--- config.mk ---
export PLATFORM = sky130hd
export DESIGN_NAME = cfg_byte_loader
export DESIGN_NICKNAME = d
export VERILOG_FILES = /design/src/rtl/cfl_pkg.sv /design/src/rtl/cfl_sync.sv /design/src/rtl/cfl_front.sv /design/src/rtl/cfl_tick.sv /design/src/rtl/cfl_dblbuf.sv /design/src/rtl/cfg_byte_loader.sv
export SDC_FILE = /design/constraint.sdc
export NUM_CORES = 1
export LEC_CHECK = 0
export BUFFER_PORTS_ARGS = -buffer_cell sky130_fd_sc_hd__buf_2
export CAP_MARGIN = 20
export CORE_AREA = 5 5 71 73
export CTS_BUF_LIST = sky130_fd_sc_hd__clkbuf_4
export CTS_CLUSTER_DIAMETER = 50
export DETAILED_ROUTE_END_ITERATION = 6
export DIE_AREA = 0 0 76 78
export PLACE_DENSITY = 0.57
export SETUP_SLACK_MARGIN = 0.2
export SLEW_MARGIN = 25
export SYNTH_ARGS = -nofsm -noshare
export SYNTH_HDL_FRONTEND = slang
export SYNTH_SLANG_ARGS = --single-unit
--- constraint.sdc ---
create_clock -name clk -period 1.9 [get_ports clk]
set_input_delay 0.38 -clock clk [delete_from_list [all_inputs] [get_ports clk]]
set_output_delay 0.38 -clock clk [all_outputs]
set_load 0.03 [all_outputs]
--- src/rtl/cfl_pkg.sv ---
package cfl_pkg;
  localparam int CFL_BYTE_W = 8;

  typedef logic [CFL_BYTE_W-1:0] cfl_byte_t;

  // one buffer slot: occupancy flag plus payload
  typedef struct packed {
    logic      full;
    cfl_byte_t data;
  } cfl_slot_t;
endpackage

--- src/rtl/cfl_sync.sv ---
module cfl_sync #(
  parameter int               WIDTH   = 1,
  parameter int               STAGES  = 2,
  parameter logic [WIDTH-1:0] RST_VAL = '0
) (
  input  logic             clk,
  input  logic             rst_n,
  input  logic [WIDTH-1:0] d,
  output logic [WIDTH-1:0] q
);
  logic [STAGES-1:0][WIDTH-1:0] pipe;

  always_ff @(posedge clk or negedge rst_n) begin
    if (!rst_n) pipe <= {STAGES{RST_VAL}};
    else        pipe <= {pipe[STAGES-2:0], d};
  end

  assign q = pipe[STAGES-1];
endmodule

--- src/rtl/cfl_front.sv ---
module cfl_front
  import cfl_pkg::*;
#(
  parameter int SYNC_STAGES = 2
) (
  input  logic      clk,
  input  logic      rst_n,
  input  cfl_byte_t bus_d_in,
  input  logic      cs_n,
  input  logic      cs,
  input  logic      wr_n,
  input  logic      rd_n,
  input  logic      mirror_en,
  input  logic      status_bit,
  output logic      wr_pulse,
  output cfl_byte_t wr_byte,
  output cfl_byte_t bus_q,
  output cfl_byte_t bus_oe
);
  localparam int W = CFL_BYTE_W;

  // active-high forms of the asynchronous controls: {write, sel_lo, sel_hi}
  logic [2:0] ctl_raw, ctl_s;
  logic       wr_req, wr_req_q;
  cfl_byte_t  flipped;
  logic       rd_en;

  assign ctl_raw = {~wr_n, ~cs_n, cs};

  cfl_sync #(.WIDTH(3), .STAGES(SYNC_STAGES), .RST_VAL(3'b000)) u_ctl_sync (
    .clk   (clk),
    .rst_n (rst_n),
    .d     (ctl_raw),
    .q     (ctl_s)
  );

  assign wr_req = ctl_s[2] & ctl_s[1] & ctl_s[0];

  always_ff @(posedge clk or negedge rst_n) begin
    if (!rst_n) wr_req_q <= 1'b0;
    else        wr_req_q <= wr_req;
  end

  assign wr_pulse = wr_req & ~wr_req_q;

  generate
    for (genvar i = 0; i < W; i++) begin : g_flip
      assign flipped[i] = bus_d_in[W-1-i];
    end
  endgenerate

  assign wr_byte = mirror_en ? flipped : bus_d_in;

  // readback path straight from the pins: only the top bit may be driven
  assign rd_en  = ~cs_n & cs & wr_n & ~rd_n;
  assign bus_oe = {rd_en, {(W-1){1'b0}}};
  assign bus_q  = {status_bit, {(W-1){1'b0}}};
endmodule

--- src/rtl/cfl_tick.sv ---
module cfl_tick #(
  parameter int DIV = 4
) (
  input  logic clk,
  input  logic rst_n,
  output logic tick
);
  localparam int CW = (DIV > 1) ? $clog2(DIV) : 1;

  logic [CW-1:0] cnt;

  always_ff @(posedge clk or negedge rst_n) begin
    if (!rst_n)        cnt <= '0;
    else if (cnt == 0) cnt <= CW'(DIV - 1);
    else               cnt <= cnt - 1'b1;
  end

  assign tick = (cnt == 0);
endmodule

--- src/rtl/cfl_dblbuf.sv ---
module cfl_dblbuf
  import cfl_pkg::*;
(
  input  logic      clk,
  input  logic      rst_n,
  input  logic      wr_pulse,
  input  cfl_byte_t wr_byte,
  input  logic      tick,
  input  logic      ser_ready,
  output logic      rdy,
  output logic      overrun,
  output logic      ser_valid,
  output logic      ser_data
);
  localparam int W     = CFL_BYTE_W;
  localparam int CNT_W = $clog2(W + 1);

  cfl_slot_t       hold;
  cfl_byte_t       sreg;
  logic [CNT_W-1:0] left;
  logic            vld_q;
  logic            shift_idle, take, accept, drop;

  assign shift_idle = (left == '0) && !vld_q;
  assign take       = hold.full && shift_idle;
  assign accept     = vld_q && ser_ready;
  assign drop       = wr_pulse && hold.full;

  // hold register
  always_ff @(posedge clk or negedge rst_n) begin
    if (!rst_n) begin
      hold <= '0;
    end else if (take) begin
      hold.full <= 1'b0;
    end else if (wr_pulse && !hold.full) begin
      hold.full <= 1'b1;
      hold.data <= wr_byte;
    end
  end

  always_ff @(posedge clk or negedge rst_n) begin
    if (!rst_n)    overrun <= 1'b0;
    else if (drop) overrun <= 1'b1;
  end

  // shift register and serial handshake
  always_ff @(posedge clk or negedge rst_n) begin
    if (!rst_n) begin
      sreg  <= '0;
      left  <= '0;
      vld_q <= 1'b0;
    end else if (take) begin
      sreg <= hold.data;
      left <= CNT_W'(W);
    end else if (accept) begin
      sreg  <= {sreg[W-2:0], 1'b0};
      left  <= left - 1'b1;
      vld_q <= 1'b0;
    end else if (!vld_q && (left != '0) && tick) begin
      vld_q <= 1'b1;
    end
  end

  assign rdy       = ~hold.full;
  assign ser_valid = vld_q;
  assign ser_data  = sreg[W-1];
endmodule

--- src/rtl/cfg_byte_loader.sv ---
module cfg_byte_loader
  import cfl_pkg::*;
#(
  parameter int SER_DIV     = 4,
  parameter int SYNC_STAGES = 2
) (
  input  logic       clk,
  input  logic       rst_n,
  input  logic [7:0] bus_d_in,
  input  logic       cs_n,
  input  logic       cs,
  input  logic       wr_n,
  input  logic       rd_n,
  input  logic       mirror_en,
  output logic [7:0] bus_q,
  output logic [7:0] bus_oe,
  output logic       rdy,
  output logic       overrun,
  output logic       ser_data,
  output logic       ser_valid,
  input  logic       ser_ready
);
  logic      wr_pulse;
  cfl_byte_t wr_byte;
  logic      tick;

  cfl_front #(.SYNC_STAGES(SYNC_STAGES)) u_front (
    .clk        (clk),
    .rst_n      (rst_n),
    .bus_d_in   (bus_d_in),
    .cs_n       (cs_n),
    .cs         (cs),
    .wr_n       (wr_n),
    .rd_n       (rd_n),
    .mirror_en  (mirror_en),
    .status_bit (rdy),
    .wr_pulse   (wr_pulse),
    .wr_byte    (wr_byte),
    .bus_q      (bus_q),
    .bus_oe     (bus_oe)
  );

  cfl_tick #(.DIV(SER_DIV)) u_tick (
    .clk   (clk),
    .rst_n (rst_n),
    .tick  (tick)
  );

  cfl_dblbuf u_buf (
    .clk       (clk),
    .rst_n     (rst_n),
    .wr_pulse  (wr_pulse),
    .wr_byte   (wr_byte),
    .tick      (tick),
    .ser_ready (ser_ready),
    .rdy       (rdy),
    .overrun   (overrun),
    .ser_valid (ser_valid),
    .ser_data  (ser_data)
  );
endmodule

==> flow_summary.ini <==
[worst_setup_path]
critical_path.max_fanout = 12
crit_slowest_cell = dfrtp_1
cp-end-kind = register
crit_chain = inv_1 > ha_1 > nand4b_4 > mux2_4
cp_top_family = flip-flops
cp-start-kind = register
crit_required_ns = 2.12
cp.arrival_ns = 1.76
critical_path_class = reg2reg
cpPeakStageDelay_ns = 0.40
worst-path-buf-inv = 1

[clocking]
postCtsHoldBufs = 0
clockBufferDepth = 2
path_clk_slew_ns = 0.10
insertion_delay_ns = 0.33
cts_buffers = 5
cts_tree = done
ctsHtreeMaxLevel = 2
cts_setup_buffers = 0
cts_root_buf = clkbuf_4
clock_sinks = 32
cts.repair.resized = 0

[drt]
drtAntennaViolNets = 0
routedWlPerCell_um = 13.05
drt_iter0_markers = 42
first_pass_iters = 4
wl_um = 2532
drc = 0
vias = 881
viasPerCell = 4.541

[synth]
synth-warning-count = 0
synthTopCellsByCount = 32 x dfrtp_1, 16 x buf_4, 16 x mux2_2
synth_cell_types = 27
synth_flop_cell = dfrtp_1
synth_area_leaders = dfrtp_1 50%, mux2_2 11%, mux2_4 11%
synth_top_area_share = 0.5004
avgSynthCellArea_um2 = 13.45
ys_seq_elements = 32
async_flop_share = 1.000
yosysMostFrequentCell = dfrtp_1
yosys.area.top_type = dfrtp_1
synth_area_um2 = 1600
synthCells = 119
synth-edff-count = 0
ys_seq_area_frac = 0.5004

[placed_design]
pre_cts_ws_ns = 0.3665
gp_congestion = 0.7364
portBuffers = 21
post-dp-hpwl_um = 1914

[global_route]
antenna_found_initial = 0
grt_pass1_wl_um = 4422
overflow = 0
grtUsageTotal = 0.09466
grt_pass1_vias = 961
grt_max_degree = 33

[run]
drv_cap = 0

[power]
p_leak_nw = 0.9118
ir_worst_vdd_v = 0.0004110
power_density_nw_per_um2 = 1187

[sta]
setup_viol = 0
slew_headroom = 0.5284
setup-tns-final_ns = 0
period_needed_ns = 1.543
finClkSkew_ns = 0.008588
hold_violations = 0
rsz0062_at_grt = no
fin_crit_sh = 0.8121
worst_pin_slew_ns = 0.7073
fmaxAchievable_mhz = 648.1
slew_violations = 0
final.setup.worst_slack_ns = 0.3570

[final_layout]
fillCellCount = 411
drive_gt1_frac = 0.4296
fin_util = 0.4015
diodes = 0
fin_nets = 160
syn2layout_area_growth_pct = 7.740

[min_path]
hp-class = in2async

[floorplan]
die_h_um = 78
dieArea_um2 = 5928
fp-row-count = 24
io-pin-count = 36
dieWidth_um = 76
core_um2 = 4294
start_util = 0.3727

[run_status]
status = completed
-- metrics by stage --
| step | hold slack [ns] | area (µm²) | instances | total power, mW |
|---|---|---|---|---|
| finish | 0.08873 | 1724 | 194 | 2.046 |
| global route | 0.1168 | 1724 | 194 | 2.191 |
| CTS | 0.09573 | 1724 | 194 | 2.069 |
| detailed placement | 0.3347 | 1673 | 186 | 1.702 |
| global placement | 0.3335 | 1673 | 186 | 1.660 |
| floorplan | 0.08441 | 1649 | 132 | 1.579 |
-- worst register-to-register path: cells and delay by family, from the launching register on --
family	cells	cell delay [ns]
flops	1	0.40
mux	1	0.38
simple gates	1	0.27
fa+ha+maj	1	0.24
buf+inv	1	0.15
-- where the power goes --
| part | total (mW) | internal [mW] | switching, mW | leakage (nW) |
|---|---|---|---|---|
| Clock | 0.366 | 0.136 | 0.230 | 0.0324 |
| Sequential | 1.03 | 0.890 | 0.142 | 0.378 |
| Combinational | 0.648 | 0.345 | 0.304 | 0.501 |
-- registers in the layout, indices dropped and copies added, names as in the netlist --
| signal | flops |
|---|---|
| u_buf.hold | 9 |
| u_buf.overrun | 1 |
| u_front.u_ctl_sync.q | 3 |
| u_buf.left | 4 |
| u_tick.cnt | 2 |
| u_front.u_ctl_sync.pipe | 3 |
| u_buf.sreg | 8 |
| u_front.wr_req_q | 1 |
| u_buf.ser_valid | 1 |
-- logic make-up (layout without fill, tap and decap cells) --
logic type	count (synthesis)	after routing	synth area share
multiplexers	32	32	0.2502
XOR/XNOR	2	2	0.01095
adder cells (fa/ha/maj)	3	3	0.02346
AO/OA/AOI/OAI	6	6	0.03206
other	1	14	0.002343
flip-flops	32	32	0.5004
buffers and inverters	29	39	0.1149
AND/OR/NAND/NOR	14	14	0.06568
-- worst paths after layout --
| kind | from | to | slack [ns] | cells past startpoint |
|---|---|---|---|---|
| setup reg to reg | u_buf.left[0] | u_buf.sreg[5] | 0.36 | 4 |
| hold reg to reg | u_front.u_ctl_sync.pipe[1] | u_front.u_ctl_sync.q[1] | 0.36 | 0 |
| setup / recovery | u_buf.left[0] | u_buf.sreg[5] | 0.36 | 4 |
| max in group asynchronous | rst_n | u_buf.hold[2] | 1.36 | 1 |
| min in group clk | cs | u_front.u_ctl_sync.pipe[0] | 0.17 | 1 |
| hold / removal | rst_n | u_tick.cnt[1] | 0.09 | 1 |
-- cells in the final DEF (no fill, tap or decap), drive strengths merged --
cell type / count
a21o: 1
nand2: 4
nand3: 2
o21a: 1
inv: 10
a21bo: 1
o41ai: 1
nand4b: 1
ha: 3
clkinv: 3
o211a: 1
and2: 2
mux2i: 4
buf: 21
nor2: 2
clkbuf: 5
nor3: 1
conb: 14
nand2b: 1
mux2: 28
dfrtp: 32
xnor2: 2
nor4b: 1
o211ai: 1
-- cell type report --
| type | instances | area [µm²] | share of cell area |
|---|---|---|---|
| sequential | 32 | 800.8 | 0.4644 |
| inverter | 10 | 37.54 | 0.02177 |
| multi-input combinational | 71 | 664.4 | 0.3853 |
| tap | 52 | 65.06 | 0.03774 |
| clock inverter | 3 | 13.76 | 0.007983 |
| clock buffer | 5 | 37.54 | 0.02177 |
| timing repair buffer | 21 | 105.1 | 0.06096 |
-- routing by layer --
| metal | track usage | wire [µm] | up-vias |
|---|---|---|---|
| li1 | - | - | 416 |
| met1 | 0.1061 | 1046 | 438 |
| met2 | 0.1533 | 1337 | 25 |
| met3 | 0.03704 | 135 | 2 |
| met4 | 0.05338 | 12 | 0 |
| met5 | 0 | 0 | - |
Power figures use the tool's default switching activity.
